`src/rtl/uart_irq_prioritizer.sv`:
```
module uart_irq_prioritizer #(
  parameter int CNT_W       = 5,
  parameter int CHAR_CYCLES = 16
) (
  input  logic             clk,
  input  logic             rst,
  input  logic             ien_wr,
  input  logic [7:0]       ien_wdata,
  output logic [7:0]       ien_q,
  input  logic [3:0]       line_err,
  input  logic             lsr_rd,
  input  logic             data_ready,
  input  logic             fifo_mode,
  input  logic [1:0]       trig_sel,
  input  logic [CNT_W-1:0] rx_count,
  input  logic             rx_push,
  input  logic             rx_pop,
  input  logic             thr_empty,
  input  logic             modem_req,
  input  logic             iir_rd,
  output logic [7:0]       iir,
  output logic             irq
);
  localparam int TO_LIM = 4 * CHAR_CYCLES;
  localparam int TO_W   = $clog2(TO_LIM + 1);

  logic [3:0] en;
  logic       ls_pend, thre_pend, to_pend, thr_d;
  logic [TO_W-1:0] idle;
  logic [2:0] id_q, id_n;
  logic       pend_n_q, irq_q, any_n;
  logic [CNT_W-1:0] trig_lvl;
  logic       rda;

  assign ien_q = {4'b0000, en};
  assign iir   = {{2{fifo_mode}}, 2'b00, id_q, pend_n_q};
  assign irq   = irq_q;

  always_comb begin
    case (trig_sel)
      2'b00:   trig_lvl = CNT_W'(1);
      2'b01:   trig_lvl = CNT_W'(4);
      2'b10:   trig_lvl = CNT_W'(8);
      default: trig_lvl = CNT_W'(14);
    endcase
  end

  assign rda = fifo_mode ? (rx_count >= trig_lvl) : data_ready;

  always_comb begin
    any_n = 1'b1;
    id_n  = 3'b000;
    if (en[2] && ls_pend)          begin id_n = 3'b011; any_n = 1'b0; end
    else if (en[0] && rda)         begin id_n = 3'b010; any_n = 1'b0; end
    else if (en[0] && to_pend)     begin id_n = 3'b110; any_n = 1'b0; end
    else if (en[1] && thre_pend)   begin id_n = 3'b001; any_n = 1'b0; end
    else if (en[3] && modem_req)   begin id_n = 3'b000; any_n = 1'b0; end
  end

  always_ff @(posedge clk) begin
    if (rst) begin
      en        <= '0;
      ls_pend   <= 1'b0;
      thre_pend <= 1'b0;
      thr_d     <= 1'b0;
      to_pend   <= 1'b0;
      idle      <= '0;
      id_q      <= 3'b000;
      pend_n_q  <= 1'b1;
      irq_q     <= 1'b0;
    end else begin
      if (ien_wr) en <= ien_wdata[3:0];

      if (|line_err)   ls_pend <= 1'b1;
      else if (lsr_rd) ls_pend <= 1'b0;

      thr_d <= thr_empty;
      if (!thr_empty)
        thre_pend <= 1'b0;
      else if (!thr_d || ien_wr)
        thre_pend <= 1'b1;
      else if (iir_rd && !pend_n_q && id_q == 3'b001)
        thre_pend <= 1'b0;

      if (!fifo_mode || rx_count == '0 || rx_push || rx_pop) begin
        idle <= '0;
      end else if (idle != TO_W'(TO_LIM)) begin
        idle <= idle + 1'b1;
      end
      if (!fifo_mode || rx_count == '0 || rx_pop)
        to_pend <= 1'b0;
      else if (!rx_push && idle == TO_W'(TO_LIM - 1))
        to_pend <= 1'b1;

      id_q     <= id_n;
      pend_n_q <= any_n;
      irq_q    <= !any_n;
    end
  end

  assert_ien_capture_R2: assert property (@(posedge clk) disable iff (rst)
    ien_wr |=> ien_q[3:0] == $past(ien_wdata[3:0]));

  assert_irq_vs_pending_R4: assert property (@(posedge clk) disable iff (rst)
    irq != iir[0]);

  assert_ls_top_priority_R3: assert property (@(posedge clk) disable iff (rst)
    (ls_pend && en[2] && !ien_wr) |=> (iir[3:1] == 3'b011 && !iir[0]));

  assert_ls_clear_R5: assert property (@(posedge clk) disable iff (rst)
    (lsr_rd && line_err == 4'b0000) |=> !ls_pend);

  assert_rda_follows_ready_R6: assert property (@(posedge clk) disable iff (rst)
    (!fifo_mode && data_ready && en[0] && !(ls_pend && en[2]) && !ien_wr)
      |=> (iir[3:1] == 3'b010 && !iir[0]));

  assert_thre_read_clear_R8: assert property (@(posedge clk) disable iff (rst)
    (iir_rd && !iir[0] && iir[3:1] == 3'b001 && thr_d && !ien_wr) |=> !thre_pend);

  assert_timeout_pop_clear_R9: assert property (@(posedge clk) disable iff (rst)
    rx_pop |=> !to_pend);
endmodule

```
`config.mk`:
```
export PLATFORM = sky130hd
export DESIGN_NAME = uart_irq_prioritizer
export DESIGN_NICKNAME = d
export VERILOG_FILES = /design/src/rtl/uart_irq_prioritizer.sv
export SDC_FILE = /design/constraint.sdc
export NUM_CORES = 1
export LEC_CHECK = 0
export BUFFER_PORTS_ARGS = -buffer_cell sky130_fd_sc_hd__buf_2
export CORE_AREA = 2 2 50 52
export CTS_BUF_LIST = sky130_fd_sc_hd__clkbuf_4
export CTS_CLUSTER_DIAMETER = 200
export CTS_CLUSTER_SIZE = 16
export DETAILED_ROUTE_END_ITERATION = 10
export DIE_AREA = 0 0 52 54
export PLACE_DENSITY_LB_ADDON = 0.05
export REMOVE_ABC_BUFFERS = 1
export SYNTH_ARGS = -nofsm -noshare
export SYNTH_HDL_FRONTEND = slang
export SYNTH_SLANG_ARGS = --single-unit
```
`constraint.sdc`:
```
create_clock -name clk -period 1.8 [get_ports clk]
set_clock_uncertainty 0.1 [all_clocks]
set_input_delay 0.27 -clock clk [delete_from_list [all_inputs] [get_ports clk]]
set_output_delay 0.27 -clock clk [all_outputs]
set_load 0.03 [all_outputs]
```
* Word-level counts from Yosys, hierarchy flattened
Cells that the tools add are included.
Operators by class: add/subtract/negate cells 1, $lt $le $gt $ge 1, equality and inequality tests 5, mux-type cells 15, bitwise logic cells 1, reduce and logical (&&, ||, !) cells 27
Operators with widths (count):
- 4-bit one-hot mux with 3 select lines | 1
- 1-bit two-way mux | 11
- 1-bit logical AND | 8
- 7-bit by 1-bit adder with 7-bit output (second input constant) | 1
- 7-bit by 6-bit equality test with 1-bit output (second input constant) | 1
- 7-bit != test (second input constant) | 1
- 2-bit OR reduction | 3
- 5-bit >= comparator | 1
- 1-bit logical NOT | 5
- 5-bit logical NOT | 1
- 1-bit logical OR | 5
- 2-bit two-way mux | 2
- 2-bit nonzero test | 2
- 4-bit OR reduction | 1
- 3-bit by 1-bit equality test with 1-bit output (second input constant) | 1
- 3-bit two-way mux | 1
- 3-bit OR reduction | 1
- 2-bit by 1-bit equality test with 1-bit output (second input constant) | 1
- 2-bit equality test (second input constant) | 1
- 2-bit logical NOT | 1
- 1-bit inverter | 1
Word-level totals: register bits 20, input bits 30, output and inout bits 17, word-level logic and storage cells 60

* Longest topological paths before layout
depth in word-level cells 8, mapped depth 6

* Worst setup path before layout
No wires, ideal clock.
path type input-to-reg, start in trig_sel[0], end reg irq_q (netlist: irq), setup time 0.136 ns, arrival time 1.467 ns, slack 0.096 ns, cell stages on the path 6, cell sequence nor2_1 > ha_1 > nand2b_4 > a311o_1 > a221oi_2 > a31oi_1
Between the ends: cells in the longest elaborated chain, start to end 8, elaborated cells on any way between the ends 10, those cells by class order compare (1); eq/ne (2); mux (4); reduce/logical (3)
RTL lines:
- start: declaration | line 14 | input logic [1:0] trig_sel,
- 2-bit equality test, or another cell as far along | line 40 | case (trig_sel)
- 4-bit one-hot mux with 3 select lines (*) | line 40
- 5-bit >= comparator (*) | line 48 | assign rda = fifo_mode ? (rx_count >= trig_lvl) : data_ready;
- 1-bit two-way mux (*) | line 48
- 1-bit logical AND (*) | line 54 | else if (en[0] && rda) begin id_n = 3'b010; any_n = 1'b0; end
- 1-bit two-way mux (*) | line 54
- 1-bit two-way mux (*) | line 53 | if (en[2] && ls_pend) begin id_n = 3'b011; any_n = 1'b0; end
- 1-bit logical NOT (*) | line 97 | irq_q <= !any_n;
- end signal: assignment | line 97
- end: declaration | line 31 | logic pend_n_q, irq_q, any_n;
Every way passes the cells marked *; elsewhere a longest branch is shown, timed or not. A chain may end at the register's enable or synchronous reset.

* Worst setup path in the final report
Same ends and word-level chain as after synthesis.

==> metrics.txt <==
status=completed; global-route wire length before repair=2870 um; initial antenna violation count=0; diode count=0; Num CTS Buffers=3; Tcrit/Tclk final=89.80%; # setup viols final=0; ANT nets after route=0; GP Congestion=0.8165; area of the multi-input gates=535.5 sq um; synthesized cell area=1015 sq um; setup slack after layout=0.1835 ns; setup bufs post-CTS=0; worst hold path type=primary input to flip-flop; clk buf depth=2; post-cts sizing count=0; pin count of the biggest net entering global routing=15; drt pass-1 iters=4; # nets final=187; GRT Overall Usage=13.99%; I/O pin count=47; Fill cells=245; DR iter-0 viols=13; Die Wd=52 um; Clock Latency Late Sink=0.29 ns; Post-Syn Instances=113; WP data arrival=1.69 ns; Synth warnings=0; switching share of total power=28.03%; Post-Syn Area per Cell=8.980 sq um; initial core utilization=43.74%; Hold-fix buffers, CTS=0; minimum clock period=1.616 ns; DPL Wire Length=1550 um; DR vias=871; hold_ws=0.1024 ns; NetSw=0.2337 mW; share of layout cells above drive strength 1=30.67%; fmax=618.6 MHz; Place WS=-0.1396 ns; final WL=1895 um; register area=400.4 sq um; Int Power=0.6001 mW; Reg2Reg Depth=6; synthesized flop and latch total=20; Netlist cell types=33; CTS tree=done; RSZ-0062 raised after global routing=no; Worst-path clk slew=0.11 ns; Max Cap Viol=0; worst r2r src=idle[0]; clock sink count=20; WHS Endpoint=en[3]; H-tree Lvls=1; Req. time, crit path=1.88 ns; Clock power frac=25.5%; row count=18; Core Area=2320 sq um; number of remaining DRC errors=0; crit-path max FO=4; Seq pwr share=56.1%; Hold Path Depth=3; Slew Viols, Final=0; total grt overflow=0; Hold Startpoint=ien_wdata[3]; Setup crit end kind=flip-flop; wire length per cell=10.53 um; port buffer count=36; Reg-to-Reg End=idle[1]; worst reg-to-reg setup slack=0.27 ns; Critical Path Source Type=primary input; Leak=0.5778 nW; Die Y=54 um; Seq/Total Area, Yosys=39.46%; Area Growth Syn to Fin=20.71%; Max IR drop VDD=323.5 uV; Power Density=680.6 nW/um^2; Root Driver=clkbuf_4; Setup Crit Path Kind=primary input to flip-flop; Fin. Hold Viols=0; full die area=2808 sq um; number of global-route vias before repair=714; drt via density=4.839; Logic pwr share=18.4%
cells in the mapped netlist:
library cell  count  area (sq um)
dfxtp_1          20         400.4
nor2_1           19         71.32
buf_4             9         67.56
ha_1              6         75.07
inv_1             6         22.52
a21oi_1           5         25.02
mux2i_1           5         50.05
nand2_1           5         18.77
nand3_1           4         20.02
xor2_1            4         35.03
o21ai_0           3         15.01
clkbuf_1          2         7.510
nand2b_1          2         12.51
nor2b_1           2         12.51
nor4b_1           2         17.52
xnor2_1           2         17.52
a21boi_0          1         7.510
a221oi_2          1         15.01
a22oi_1           1         7.510
a311o_1           1         10.01
a31o_1            1         8.760
a31oi_1           1         6.260
and3_1            1         6.260
conb_1            1         3.750
nand2b_4          1         13.76
nand3b_1          1         7.510
nand4bb_1         1         11.26
nor4_1            1         6.260
o211ai_1          1         7.510
o21ai_2           1         8.760
o2bb2ai_1         1         8.760
or3_1             1         6.260
or4_4             1         11.26
how the worst max path moves through the flow:
stage                            from       to  slack [ns]
after CTS                 trig_sel[0]      irq        0.20
after detailed placement  trig_sel[0]      irq       -0.14
final                     trig_sel[0]      irq        0.18
after global placement    trig_sel[0]      irq       -0.12
after floorplan           trig_sel[0]      irq         0.1
after global routing          idle[0]  idle[0]        0.06
critical path, stage by stage:
cell	delay, ns
buf_2	0.10
nor2_1	0.10
ha_1	0.23
nand2b_4	0.14
a311o_1	0.39
a221oi_2	0.34
a31oi_1	0.13
layout make-up:
class	instances	share of cell area [%]
inverters	6	1.839
clock buffers	3	1.839
multi-input cells	81	43.72
well taps	30	3.064
repair buffers	39	16.55
clock inverters	1	0.3064
flip-flops and latches	20	32.69
cell usage in the layout (no fill, tap or decap), types with 2 or more instances in the layout:
| cell | Yosys | layout |
|---|---|---|
| xor2_1 | 4 | 4 |
| nand2_1 | 5 | 5 |
| nor4b_1 | 2 | 2 |
| mux2i_1 | 5 | 5 |
| nand3_1 | 4 | 4 |
| inv_1 | 6 | 6 |
| conb_1 | 1 | 6 |
| buf_4 | 9 | 3 |
| nor2b_1 | 2 | 2 |
| clkbuf_4 | 0 | 3 |
| buf_2 | 0 | 36 |
| o21ai_0 | 3 | 3 |
| ha_1 | 6 | 6 |
| nand2b_1 | 2 | 2 |
| a21oi_1 | 5 | 5 |
| xnor2_1 | 2 | 2 |
| nor2_1 | 19 | 19 |
| dfxtp_1 | 20 | 20 |
metrics by stage:
| stage | cell area, sq um | power (mW) | setup TNS [ns] | instances | util [%] |
|---|---|---|---|---|---|
| 6_report | 1225 | 0.8337 | 0 | 180 | 52.80 |
| 5_1_grt | 1225 | 0.8759 | 0 | 180 | 52.80 |
| 4_1_cts | 1225 | 0.8480 | 0 | 180 | 52.80 |
| 3_5_place_dp | 1199 | 0.6322 | -0.4517 | 176 | 51.67 |
| 3_3_place_gp | 1199 | 0.6274 | -0.3982 | 176 | 51.67 |
| 2_1_floorplan | 958.4 | 0.5614 | 0 | 107 | - |
routing by layer:
metal  wire, um  GRT usage, %  vias to the layer above
met2        890         23.21                       33
met1        864         17.60                      388
met5          0             0                        -
met4         13         6.579                        0
met3        126         2.500                        2
li1           -             -                      448
power by group through the flow:
| stage | clock network (mW) | logic (mW) | registers [mW] |
|---|---|---|---|
| final | 0.213 | 0.153 | 0.468 |
| after global routing | 0.238 | 0.168 | 0.470 |
| after CTS | 0.225 | 0.155 | 0.468 |
| after detailed placement | 0 | 0.154 | 0.478 |
| after global placement | 0 | 0.150 | 0.477 |
| after floorplan | 0 | 0.0626 | 0.499 |
kinds of logic (layout without fill, tap and decap cells):
group	after synthesis	in the layout	share of synthesized area, %
DFF	20	20	39.46
and+or+nand+nor	41	41	21.21
other	1	6	0.3696
buffers and inverters	17	49	9.617
xor gates and xnor gates	6	6	5.179
adders and majority gates	6	6	7.398
muxes	5	5	4.932
AOI/OAI and AO/OA	17	17	11.84
flip-flops by register name, indices dropped and copies added (netlist names):
| name | cells |
|---|---|
| to_pend | 1 |
| en | 4 |
| id_q | 3 |
| idle | 7 |
| thre_pend | 1 |
| ls_pend | 1 |
| irq | 1 |
| thr_d | 1 |
| pend_n_q | 1 |
No activity file was read; power rests on OpenSTA's default activity.
